--- config.mk ---
export PLATFORM = sky130hd
export DESIGN_NAME = spi_reg_target
export DESIGN_NICKNAME = d
export VERILOG_FILES = /design/src/rtl/spi_reg_target.sv
export SDC_FILE = /design/constraint.sdc
export NUM_CORES = 1
export LEC_CHECK = 0
export BUFFER_PORTS_ARGS = -buffer_cell sky130_fd_sc_hd__buf_2
export CAP_MARGIN = 20
export CORE_MARGIN = 4
export CORE_UTILIZATION = 40
export CTS_CLUSTER_SIZE = 24
export DETAILED_ROUTE_END_ITERATION = 16
export GPL_TIMING_DRIVEN = 0
export SLEW_MARGIN = 10
export SYNTH_ARGS = -nofsm -noshare
export SYNTH_HDL_FRONTEND = slang
export SYNTH_SLANG_ARGS = --single-unit
--- constraint.sdc ---
create_clock -name clk -period 6.1 [get_ports clk]
set_input_delay 1.525 -clock clk [delete_from_list [all_inputs] [get_ports clk]]
set_output_delay 1.525 -clock clk [all_outputs]
set_load 0.02 [all_outputs]
--- src/rtl/spi_reg_target.sv ---
module spi_reg_target #(
  parameter int AW = 7,
  parameter int DW = 8,
  parameter logic [7:0] POLY = 8'h07
) (
  input  logic          clk,
  input  logic          rst_n,
  input  logic          sclk,
  input  logic          cs_n,
  input  logic          sdi,
  output logic          sdo,
  output logic          sdo_oe,
  output logic [DW-1:0] sw_data
);
  localparam int CW    = 8;
  localparam int CMD_W = 1 + AW + DW;
  localparam int FRM_W = CMD_W + CW;
  localparam int CNT_W = $clog2(FRM_W + 1);
  localparam logic [AW-1:0] A_SW = AW'(1), A_CFG = AW'(2), A_FLG = AW'(3), A_MODE = AW'(4);

  function automatic logic [CW-1:0] crc_f(input logic [CMD_W-1:0] d);
    logic [CW-1:0] c = '0;
    for (int i = CMD_W - 1; i >= 0; i--)
      c = {c[CW-2:0], 1'b0} ^ ((c[CW-1] ^ d[i]) ? POLY : '0);
    return c;
  endfunction

  logic [2:0] sck_q, cs_q;
  logic [1:0] sdi_q;
  always_ff @(posedge clk or negedge rst_n)
    if (!rst_n) begin
      sck_q <= '0; cs_q <= '1; sdi_q <= '0;
    end else begin
      sck_q <= {sck_q[1:0], sclk};
      cs_q  <= {cs_q[1:0], cs_n};
      sdi_q <= {sdi_q[0], sdi};
    end

  wire cs_low   = ~cs_q[1];
  wire cs_fall  = ~cs_q[1] & cs_q[2];
  wire cs_rise  = cs_q[1] & ~cs_q[2];
  wire sck_rise = cs_low & sck_q[1] & ~sck_q[2];
  wire sck_fall = cs_low & ~sck_q[1] & sck_q[2];

  logic [DW-1:0] sw;
  logic [2:0] cfg, flg;
  logic [1:0] mode;
  wire daisy  = mode[1];
  wire burst  = mode[0] & ~mode[1];
  wire crc_on = cfg[2] & ~daisy;
  wire [CNT_W-1:0] flen = crc_on ? CNT_W'(FRM_W) : CNT_W'(CMD_W);

  logic [FRM_W-1:0] sr;
  logic [CNT_W-1:0] cnt;
  logic [1:0] nfr;
  logic [DW-1:0] tx;
  logic so, go;
  logic [DW-1:0] rv;

  wire wrap = sck_rise && cnt == flen - CNT_W'(1);

  always_comb
    case (sr[AW-1:0])
      A_SW:    rv = sw;
      A_CFG:   rv = {{(DW-3){1'b0}}, cfg};
      A_FLG:   rv = {{(DW-3){1'b0}}, flg};
      A_MODE:  rv = {{(DW-2){1'b0}}, mode};
      default: rv = '0;
    endcase

  always_ff @(posedge clk or negedge rst_n)
    if (!rst_n) begin
      sr <= '0; cnt <= '0; nfr <= '0; tx <= '0; so <= 1'b0;
    end else if (cs_fall) begin
      sr <= '0; cnt <= '0; nfr <= '0; tx <= '0; so <= 1'b0;
    end else if (sck_rise) begin
      sr  <= {sr[FRM_W-2:0], sdi_q[1]};
      cnt <= wrap ? '0 : cnt + CNT_W'(1);
      if (wrap && nfr != 2'd3) nfr <= nfr + 2'd1;
    end else if (sck_fall) begin
      so <= sr[CMD_W-1];
      tx <= (cnt == CNT_W'(AW + 1)) ? (sr[AW] ? rv : '0) : {tx[DW-2:0], 1'b0};
    end

  wire commit_end = cs_rise && cnt == '0 && (daisy ? nfr != 2'd0 : (!burst && nfr == 2'd1));
  wire cnt_err    = cs_rise && (cnt != '0 || (!daisy && !burst && nfr > 2'd1));

  always_ff @(posedge clk or negedge rst_n)
    if (!rst_n) go <= 1'b0;
    else        go <= (burst && wrap) || commit_end;

  wire [CMD_W-1:0] cmd    = crc_on ? sr[FRM_W-1:CW] : sr[CMD_W-1:0];
  wire             crc_bad = crc_on && crc_f(cmd) != sr[CW-1:0];
  wire             c_rw   = cmd[CMD_W-1];
  wire [AW-1:0]    c_addr = cmd[CMD_W-2:DW];
  wire [DW-1:0]    c_dat  = cmd[DW-1:0];
  wire             addr_ok = c_addr >= A_SW && c_addr <= A_MODE;
  wire             do_wr  = go && !crc_bad && addr_ok && !c_rw;
  wire [2:0]       clr    = (do_wr && c_addr == A_FLG) ? c_dat[2:0] : 3'b0;

  always_ff @(posedge clk or negedge rst_n)
    if (!rst_n) begin
      sw <= '0; cfg <= 3'b011; flg <= '0; mode <= '0;
    end else begin
      if (do_wr)
        case (c_addr)
          A_SW:   sw   <= c_dat;
          A_CFG:  cfg  <= c_dat[2:0];
          A_MODE: mode <= c_dat[1:0];
          default: ;
        endcase
      flg <= (flg & ~clr) |
             {go && crc_bad, go && !crc_bad && !addr_ok && cfg[1], cnt_err && cfg[0]};
    end

  assign sdo     = daisy ? so : tx[DW-1];
  assign sdo_oe  = cs_low;
  assign sw_data = sw;

  AST_SW_ONLY_BY_WRITE: assert property (@(posedge clk) disable iff (!rst_n)
    !$stable(sw) |-> $past(do_wr && c_addr == A_SW));
  AST_SDO_HOLD_AT_RISE: assert property (@(posedge clk) disable iff (!rst_n)
    sck_rise |=> $stable(sdo));
  AST_CNT_FLAG_ENABLED: assert property (@(posedge clk) disable iff (!rst_n)
    $rose(flg[0]) |-> $past(cfg[0] && cs_rise));
  AST_ADDR_FLAG_ENABLED: assert property (@(posedge clk) disable iff (!rst_n)
    $rose(flg[1]) |-> $past(cfg[1] && go));
  AST_CRC_BLOCKS_WRITE: assert property (@(posedge clk) disable iff (!rst_n)
    (go && crc_bad) |=> $stable(sw) && $stable(cfg) && $stable(mode));
  AST_FLAG_W1C_ONLY: assert property (@(posedge clk) disable iff (!rst_n)
    |($past(flg) & ~flg) |-> $past(do_wr && c_addr == A_FLG));
endmodule

==> flow_metrics.py, run 1 <==
metrics = {
    "critical_path": {
        "cp_top_family": "buffers and inverters",
        "cpPeakStageDelay_ns": 0.73,
        "cpMaxStageDelayCell": "o311ai_1",
        "crit_arrival_ns": 5.84,
        "cp.buffers_inverters": 4,
        "path_class": "reg -> reg",
        "cp_cell_sequence": "nor2b_1 > buf_2 > buf_1 > clkbuf_1 > buf_1 > mux2i_1 > ha_1 > xor2_1 > nor3_1 > a21oi_1 > o311ai_1 > nand2_1 > or3_4 > a311o_1",
        "cpMostUsedCell": "buf_1",
        "cp-start-kind": "flop",
        "endpoint_kind": "flop",
        "cp_data_required_time_ns": 6.33,
        "worstPathMaxFanout": 10,
    },
    "detailed_routing": {
        "vias_per_cell": 5.63,
        "dr_wl_met3_um": 578,
        "routed.top_layer": "met4",
        "ant_nets": 0,
        "totalWireLength_mm": 11.0,
        "wl_per_cell_um": 18.0,
        "drc": 0,
        "wl_met2_mm": 5.05,
        "via_count": 3426,
        "wl_met1_mm": 5.12,
        "drt_pass1_iterations": 5,
        "drt-initial-drc-count": 322,
    },
    "yosys": {
        "ys_seq_elements": 65,
        "synth_compound_area_share_pct": 17.4,
        "syn_area_per_cell_sq_um": 9.36,
        "synthXorXnorAreaFrac_pct": 10.9,
        "synth_nets": 460,
        "synthMuxAreaShare_pct": 6.78,
        "syn_inst": 444,
        "synth-adder-area-share_pct": 3.31,
        "synth-seq-area-share_pct": 39.3,
        "synthFlopType": "dfrtp_1",
        "synth_top_family_by_area": "simple AND/OR/NAND/NOR gates",
        "synth-async-reset-ratio_pct": 100,
        "syn_area_sq_um": 4160,
        "synth-simple-area-share_pct": 18.0,
        "yosys_warnings": 0,
        "yosysUniqueCellTypes": 53,
        "synth_edf_count": 0,
    },
    "final_layout": {
        "finalCoreUtilization_pct": 46.7,
        "syn_to_final_growth_pct": 11.8,
        "drive_above_1_share_pct": 11.8,
        "diodes": 0,
        "finalNetCount": 486,
    },
    "clocking": {
        "cts_buffers": 9,
        "cts_root_buf": "clkbuf_8",
        "clock_sinks": 65,
        "path_clk_slew_ns": 0.09,
        "h-tree-depth": 3,
        "clk_latency_ns": 0.35,
        "clk_path_buf_depth": 2,
        "cts_tree": "yes",
        "holdBufCountCts": 0,
        "cts-resized-gates": 0,
        "postCtsSetupRepairBufs": 0,
    },
    "die": {
        "die-area_sq_um": 12100,
        "die_w_um": 110,
        "num_io_pins": 15,
        "die_y_um": 110,
        "start_util_pct": 41.7,
        "rows": 36,
        "core_sq_um": 9950,
    },
    "power": {
        "powerDensity_nw_per_um2": 197,
        "ir_worst_vdd_v": 0.000135,
        "leakage_uw": 0.00198,
    },
    "place": {
        "dp_hpwl_mm": 7.90,
        "finalWeightedCongestion": 0.895,
        "portBuffers": 14,
        "preCtsSetupSlack_ns": 0.594,
    },
    "sta": {
        "clock_skew_ns": 0.0123,
        "setup-violations-final": 0,
        "worstMarginPinSlew_ns": 1.01,
        "tns_ns": 0,
        "min_period_ns": 5.62,
        "report.final.slew_viol_count": 0,
        "fmax_mhz": 178,
        "period_share_pct": 92.1,
        "setup_slack_ns": 0.481,
        "slew_headroom_pct": 32.1,
        "rsz0062_at_grt": "no",
        "finalHoldViolCount": 0,
    },
    "worst_hold_path": {
        "hold_path_class": "reg -> reg",
    },
    "outcome": {
        "outcome": "finished clean",
    },
    "job": {
        "cap_violations": 0,
    },
    "global_routing": {
        "first_global_vias": 3316,
        "gr-total-overflow": 0,
        "antenna_found_initial": 0,
        "grt_pass1_wl_mm": 17.8,
        "track_usage_pct": 19.6,
        "grt_max_degree": 49,
    },
}
==> sequential cells by signal, indices dropped and copies added, names as in the netlist, 2 cells and up <==
name     flops
sr          24
sw_data      8
tx           8
cnt          5
cfg          3
cs_q         3
flg          3
sck_q        3
mode         2
nfr          2
sdi_q        2
==> stage by stage <==
stage	area, sq um	power, uW	std cells	hold WS, ns
after global placement	4390	498	591	0.334
after global routing	4650	962	608	0.365
after floorplan	4160	476	444	0.331
after detailed placement	4420	501	592	0.344
final	4650	917	608	0.358
after CTS	4650	933	608	0.362
==> cell usage in the layout, fill, tap and decap left out, drive strengths merged, types with 8 or more instances in the layout <==
| cell type | synthesis | layout |
|---|---|---|
| inv | 12 | 15 |
| mux2i | 18 | 18 |
| clkbuf | 19 | 28 |
| dfrtp | 60 | 60 |
| a21oi | 13 | 13 |
| nor2 | 33 | 33 |
| nand3 | 18 | 18 |
| nor4 | 11 | 11 |
| nor3 | 8 | 8 |
| buf | 12 | 27 |
| xnor2 | 26 | 26 |
| xor2 | 12 | 12 |
| nand2 | 50 | 50 |
| mux2 | 9 | 9 |
| o21ai | 24 | 24 |
| a22o | 29 | 29 |
| ha | 11 | 11 |
==> cells by family after synthesis <==
kind of cell | Yosys count
and+or+nand+nor | 155
AOI/OAI and AO/OA | 100
DFF | 65
xor gates and xnor gates | 43
muxes | 27
buffers and inverters | 43
adders and majority gates | 11
==> where the power goes <==
part	total, uW	switching (uW)	internal, uW
registers	439	3.17	436
clock network	426	191	235
logic	52.7	38.8	14.0
total	917	233	685
==> worst reg2reg max path: stages (launching register included) <==
cell      delay, ns
dfrtp_1        0.50
nor2b_1        0.14
buf_2          0.22
buf_1          0.48
clkbuf_1       0.46
buf_1          0.52
mux2i_1        0.35
ha_1           0.33
xor2_1         0.23
nor3_1         0.21
a21oi_1        0.06
o311ai_1       0.73
nand2_1        0.43
or3_4          0.52
a311o_1        0.32
==> final timing paths <==
check	slack (ns)	end	cells past startpoint	start
worst max-delay path	0.48	sw_data[4]	14	mode[1]
worst min-delay path	0.36	sdi_q[1]	0	sdi_q[0]
worst max register to register	0.48	sw_data[4]	14	mode[1]
worst min register to register	0.36	sdi_q[1]	0	sdi_q[0]
max in group asynchronous	4.46	cs_q[1]	2	rst_n
min in group asynchronous	1.05	flg[1]	1	rst_n
==> cell usage after synthesis (2+ instances only) <==
| library cell | n | area (sq um) |
|---|---|---|
| a221oi_1 | 2 | 17.5 |
| buf_2 | 5 | 25.0 |
| nand2b_1 | 6 | 37.5 |
| o31ai_1 | 2 | 15.0 |
| a311o_1 | 5 | 50.1 |
| a21boi_0 | 3 | 22.5 |
| and2_1 | 3 | 18.8 |
| nor2b_1 | 6 | 37.5 |
| mux2i_1 | 18 | 180 |
| dfstp_2 | 5 | 131 |
| xnor3_1 | 5 | 113 |
| nand2_1 | 50 | 188 |
| nor3_1 | 8 | 40.0 |
| and3_1 | 3 | 18.8 |
| o211ai_1 | 2 | 15.0 |
| clkbuf_1 | 19 | 71.3 |
| o311ai_1 | 2 | 17.5 |
| or4_1 | 2 | 15.0 |
| a22oi_1 | 5 | 37.5 |
| a21oi_1 | 13 | 65.1 |
| buf_1 | 5 | 18.8 |
| dfrtp_1 | 60 | 1500 |
| a211oi_1 | 2 | 15.0 |
| nor2_1 | 33 | 124 |
| xnor2_1 | 25 | 219 |
| inv_1 | 12 | 45.0 |
| nand3b_1 | 4 | 30.0 |
| nand4_1 | 5 | 31.3 |
| o21ai_0 | 24 | 120 |
| a22o_1 | 29 | 254 |
| mux2_2 | 9 | 101 |
| nand3_1 | 18 | 90.1 |
| a31oi_1 | 2 | 12.5 |
| ha_1 | 11 | 138 |
| a32o_1 | 2 | 20.0 |
| nor4_1 | 11 | 68.8 |
| xor2_1 | 12 | 105 |
==> layout make-up <==
cell class              count  area, sq um
repair buffers             15          100
clock inverters             7          101
clock buffers               9          124
well taps                 133          166
flip-flops and latches     65         1630
multi-input cells         336         2340
plain buffers              31          134
fillers                   953         5310
inverters                  12         45.0
==> metal layers <==
metal | global-route usage (%) | vias up
met1 | 27.1 | 1663
met5 | 0 | -
met2 | 29.9 | 93
li1 | - | 1654
met3 | 4.93 | 16
met4 | 6.86 | 0
(Power assumes the default switching activity.)
==> inputs of run 2 (changes only) <==
--- a/config.mk
+++ b/config.mk
@@ -7,8 +7,7 @@
 export LEC_CHECK = 0
 export BUFFER_PORTS_ARGS = -buffer_cell sky130_fd_sc_hd__buf_2
 export CAP_MARGIN = 20
-export CORE_MARGIN = 4
-export CORE_UTILIZATION = 40
+export CORE_UTILIZATION = 39
 export CTS_CLUSTER_SIZE = 24
 export DETAILED_ROUTE_END_ITERATION = 16
 export GPL_TIMING_DRIVEN = 0
==> flow_metrics.py, run 2 (synthesis results as in run 1) <==
metrics = {
    "clocking": {
        "path_clk_slew_ns": 0.08,
        "cts_root_buf": "clkbuf_8",
        "clk_latency_ns": 0.35,
        "clk_path_buf_depth": 2,
        "holdBufCountCts": 0,
        "cts_tree": "yes",
        "cts_buffers": 9,
        "h-tree-depth": 3,
        "clock_sinks": 65,
        "postCtsSetupRepairBufs": 0,
        "cts-resized-gates": 0,
    },
    "final_layout": {
        "syn_to_final_growth_pct": 11.1,
        "regArea_sq_um": 1630,
        "layout_common_cells": "dfrtp_1 (60), nand2_1 (50), nor2_1 (33)",
        "top_register": "sr",
        "drive_above_1_share_pct": 11.6,
        "largest_register_ffs": 24,
        "multiInputGateArea_sq_um": 2340,
        "finalNetCount": 487,
        "fill_cells": 994,
        "diodes": 0,
        "layout_commonest_cell": "dfrtp_1",
        "layout.cells.non_filler": 612,
    },
    "critical_path": {
        "worstPathMaxFanout": 10,
        "endpoint_kind": "flop",
        "r2r_slack_ns": 0.76,
        "reg2regPathDepth": 15,
        "crit_arrival_ns": 5.56,
        "r2r-start": "mode[1]",
        "path_class": "reg -> reg",
        "cp_data_required_time_ns": 6.32,
        "r2r_end": "flg[2]",
        "cp-start-kind": "flop",
    },
    "power": {
        "powerDensity_nw_per_um2": 182,
        "combPwrFrac_pct": 6.3,
        "ir_worst_vdd_v": 0.0000696,
        "internal_power_uw": 631,
        "p_sw_uw": 211,
        "clockPowerShare_pct": 41.6,
        "seq_power_share_pct": 52.1,
        "swShare_pct": 25.1,
        "leakage_uw": 0.00196,
        "total_power_uw": 842,
    },
    "sta": {
        "period_share_pct": 87.6,
        "setup_slack_ns": 0.757,
        "worstMarginPinSlew_ns": 0.841,
        "min_period_ns": 5.34,
        "tns_ns": 0,
        "rsz0062_at_grt": "no",
        "fmax_mhz": 187,
        "report.final.slew_viol_count": 0,
        "finalHoldViolCount": 0,
        "slew_headroom_pct": 43.4,
        "setup-violations-final": 0,
        "clock_skew_ns": 0.0212,
    },
    "global_routing": {
        "grt_pass1_wl_mm": 17.8,
        "gr-total-overflow": 0,
        "track_usage_pct": 20.9,
        "antenna_found_initial": 0,
        "grt_max_degree": 55,
        "first_global_vias": 3387,
    },
    "place": {
        "finalWeightedCongestion": 0.881,
        "portBuffers": 14,
        "place_inst": 595,
        "dp_hpwl_mm": 7.96,
        "preCtsSetupSlack_ns": 0.811,
    },
    "detailed_routing": {
        "via_count": 3479,
        "drt_pass1_iterations": 4,
        "vias_per_cell": 5.68,
        "drc": 0,
        "drt-initial-drc-count": 294,
        "wl_per_cell_um": 17.9,
        "totalWireLength_mm": 11.0,
        "ant_nets": 0,
    },
    "die": {
        "core_sq_um": 10300,
        "die-area_sq_um": 11100,
        "die_w_um": 105,
        "rows": 37,
        "num_io_pins": 15,
        "start_util_pct": 40.2,
        "die_y_um": 105,
    },
    "outcome": {
        "outcome": "finished clean",
    },
    "worst_hold_path": {
        "holdPathEnd": "sck_q[1]",
        "holdPathStages": 0,
        "hold_path_class": "reg -> reg",
        "hold_start": "sck_q[0]",
    },
    "job": {
        "cap_violations": 0,
    },
}
## run 2: power by group through the flow
stage / logic (uW) / registers, uW / clock network, uW
after floorplan: 29.4 / 446 / 0
after global placement: 49.7 / 447 / 0
after detailed placement: 52.9 / 447 / 0
after CTS: 53.0 / 439 / 359
after global routing: 59.1 / 440 / 379
final: 53.0 / 439 / 350
## run 2: area by class of cell
cell class / instances / area share [%]
repair buffers: 16 / 2.28
well taps: 136 / 3.69
plain buffers: 31 / 2.90
clock buffers: 14 / 3.74
flip-flops and latches: 65 / 35.4
multi-input cells: 336 / 50.8
inverters: 12 / 0.976
clock inverters: 2 / 0.271
## run 2: critical path: stages (launching register included)
cell      delay, ns
dfrtp_1        0.48
nor2b_1        0.13
buf_2          0.22
buf_1          0.42
clkbuf_1       0.40
buf_1          0.52
mux2i_1        0.32
ha_1           0.32
xor2_1         0.24
nor3_1         0.20
a21oi_1        0.07
o311ai_1       0.70
nand2_1        0.38
clkbuf_1       0.33
o21ai_0        0.37
o21ai_0        0.13
## run 2: metrics by stage
step / cell area (sq um) / utilization [%] / hold WS, ns
2_1_floorplan: 4160 / - / 0.331
3_3_place_gp: 4400 / 42.6 / 0.337
3_5_place_dp: 4430 / 42.9 / 0.339
4_1_cts: 4610 / 44.7 / 0.357
5_1_grt: 4620 / 44.7 / 0.362
6_report: 4620 / 44.7 / 0.354
## run 2: layer usage
metal	track usage [%]	vias to the layer above	part of all wire, %
met5	0	-	0
met2	32.0	95	45
met3	5.57	17	5.3
li1	-	1651	-
met1	28.2	1716	47
met4	7.65	0	2.3
## run 2: worst max path at each step
stage,from,endpoint,slack [ns],cells after the start
after detailed placement,mode[1],sw_data[5],0.81,14
after global placement,mode[1],flg[2],0.87,16
after floorplan,mode[1],sw_data[4],1.63,15
final,mode[1],flg[2],0.76,15
after global routing,mode[1],flg[2],0.41,15
after CTS,mode[1],flg[2],0.80,15
==> inputs of run 3 (changes only) <==
--- a/config.mk
+++ b/config.mk
@@ -7,6 +7,7 @@
 export LEC_CHECK = 0
 export BUFFER_PORTS_ARGS = -buffer_cell sky130_fd_sc_hd__buf_2
 export CAP_MARGIN = 20
+export CORE_MARGIN = 1.5
 export CORE_UTILIZATION = 39
 export CTS_CLUSTER_SIZE = 24
 export DETAILED_ROUTE_END_ITERATION = 16
==> constraint.sdc (replaced) <==
create_clock -name clk -period 5.25 [get_ports clk]
set_input_delay 1.3125 -clock clk [delete_from_list [all_inputs] [get_ports clk]]
set_output_delay 1.3125 -clock clk [all_outputs]
set_load 0.02 [all_outputs]
==> flow_metrics.py, run 3 (synthesis results as in run 1) <==
metrics = {
    "sta": {
        "worstMarginPinSlew_ns": 0.806,
        "setup-violations-final": 0,
        "min_period_ns": 4.89,
        "setup_slack_ns": 0.359,
        "tns_ns": 0,
        "whs_ns": 0.352,
        "fmax_mhz": 204,
        "finalHoldViolCount": 0,
        "clock_skew_ns": 0.0191,
        "slew_headroom_pct": 45.4,
        "period_share_pct": 93.2,
        "report.final.slew_viol_count": 0,
        "rsz0062_at_grt": "no",
    },
    "die": {
        "num_io_pins": 15,
        "rows": 37,
        "die-area_sq_um": 11300,
        "die_y_um": 106,
        "core_sq_um": 10300,
        "die_w_um": 106,
        "start_util_pct": 40.2,
    },
    "critical_path": {
        "cpPeakStageDelay_ns": 0.48,
        "endpoint_kind": "flop",
        "r2r-start": "mode[1]",
        "cp_data_required_time_ns": 5.47,
        "cpMostUsedCell": "buf_2",
        "cp_cell_sequence": "nor2b_1 > buf_2 > clkbuf_1 > buf_2 > mux2i_1 > ha_1 > xnor2_2 > xnor3_1 > or2_1 > o22a_1 > a221o_1 > buf_2 > clkbuf_1 > o21ai_0 > o21ai_0",
        "cp.buffers_inverters": 5,
        "cp_top_family": "buffers and inverters",
        "path_class": "reg -> reg",
        "crit_arrival_ns": 5.11,
        "cpMaxStageDelayCell": "dfrtp_1",
        "cp-start-kind": "flop",
        "worstPathMaxFanout": 17,
        "startpoint": "mode[1]",
    },
    "global_routing": {
        "track_usage_pct": 20.6,
        "gr-total-overflow": 0,
        "grt_pass1_wl_mm": 18.1,
        "first_global_vias": 3486,
        "antenna_found_initial": 0,
        "grt_max_degree": 55,
    },
    "clocking": {
        "clk_latency_ns": 0.35,
        "holdBufCountCts": 0,
        "cts_root_buf": "clkbuf_8",
        "clock_sinks": 65,
        "h-tree-depth": 3,
        "clk_path_buf_depth": 2,
        "cts_tree": "yes",
        "path_clk_slew_ns": 0.09,
        "cts_buffers": 9,
        "postCtsSetupRepairBufs": 0,
    },
    "place": {
        "finalWeightedCongestion": 0.887,
        "dp_hpwl_mm": 7.94,
        "portBuffers": 14,
        "preCtsSetupSlack_ns": -0.0810,
    },
    "detailed_routing": {
        "via_count": 3472,
        "drc": 0,
        "wl_per_cell_um": 17.5,
        "ant_nets": 0,
        "totalWireLength_mm": 10.7,
        "drt_pass1_iterations": 6,
        "drt-initial-drc-count": 301,
        "vias_per_cell": 5.68,
    },
    "outcome": {
        "outcome": "finished clean",
    },
    "final_layout": {
        "diodes": 0,
        "largest_register_ffs": 24,
        "top_register": "sr",
        "finalNetCount": 486,
        "layout_common_cells": "dfrtp_1 (60), nand2_1 (50), nor2_1 (33)",
        "drive_above_1_share_pct": 12.2,
        "layout_commonest_cell": "dfrtp_1",
        "syn_to_final_growth_pct": 12.0,
    },
    "power": {
        "powerDensity_nw_per_um2": 229,
        "total_power_uw": 1060,
        "leakage_uw": 0.00198,
        "ir_worst_vdd_v": 0.000124,
    },
    "job": {
        "cap_violations": 0,
    },
    "worst_hold_path": {
        "hold_path_class": "reg -> reg",
        "hold_start": "sdi_q[0]",
    },
}
==> run 3: cell count changes in the layout (fill, tap and decap cells not counted), moves of 2 or more <==
cell | before | now
buf_1 | 5 | 3
clkbuf_1 | 21 | 19
clkbuf_8 | 12 | 9
inv_6 | 0 | 2
bufinv_16 | 0 | 2
==> run 3: layout make-up <==
type                       count  area [sq um]
fill                         975          5670
multi-input combinational    336          2340
sequential                    65          1630
tap                          136           170
buffer                        30           131
clock buffer                   9           124
timing repair buffer          16           105
clock inverter                 7           101
inverter                      12          45.0
==> run 3: routing by layer <==
layer / track usage, % / up-vias / routed length, um
met5: 0 / - / 0
met4: 7.34 / 0 / 190
met3: 4.05 / 12 / 671
met2: 32.3 / 104 / 4850
met1: 28.3 / 1700 / 4990
li1: - / 1656 / -
==> run 3: power by group <==
part	leakage [uW]	internal, uW	total, uW	switching [uW]
combinational	0.000993	16.3	61.0	44.6
clock	0.000106	271	492	221
sequential	0.000878	506	510	3.74
total	0.00198	794	1060	269
==> run 3: stage by stage <==
step	util (%)	instance area (sq um)	std cells
floorplan	-	4160	444
global placement	42.6	4400	594
detailed placement	42.9	4430	595
CTS	45.1	4650	611
global route	45.1	4650	611
finish	45.1	4650	611
==> run 3: repair_timing <==
item	in CTS	in global routing
setup endpoints to repair	10	16
gates resized for setup	1	0
gates cloned	0	0
==> run 3: final timing paths <==
check	end	slack (ns)	cells past startpoint
worst max-delay path	flg[2]	0.36	15
worst min-delay path	sdi_q[1]	0.35	0
worst max register to register	flg[2]	0.36	15
worst min register to register	sdi_q[1]	0.35	0
max in group asynchronous	cs_q[2]	3.88	2
min in group asynchronous	sr[22]	0.81	1
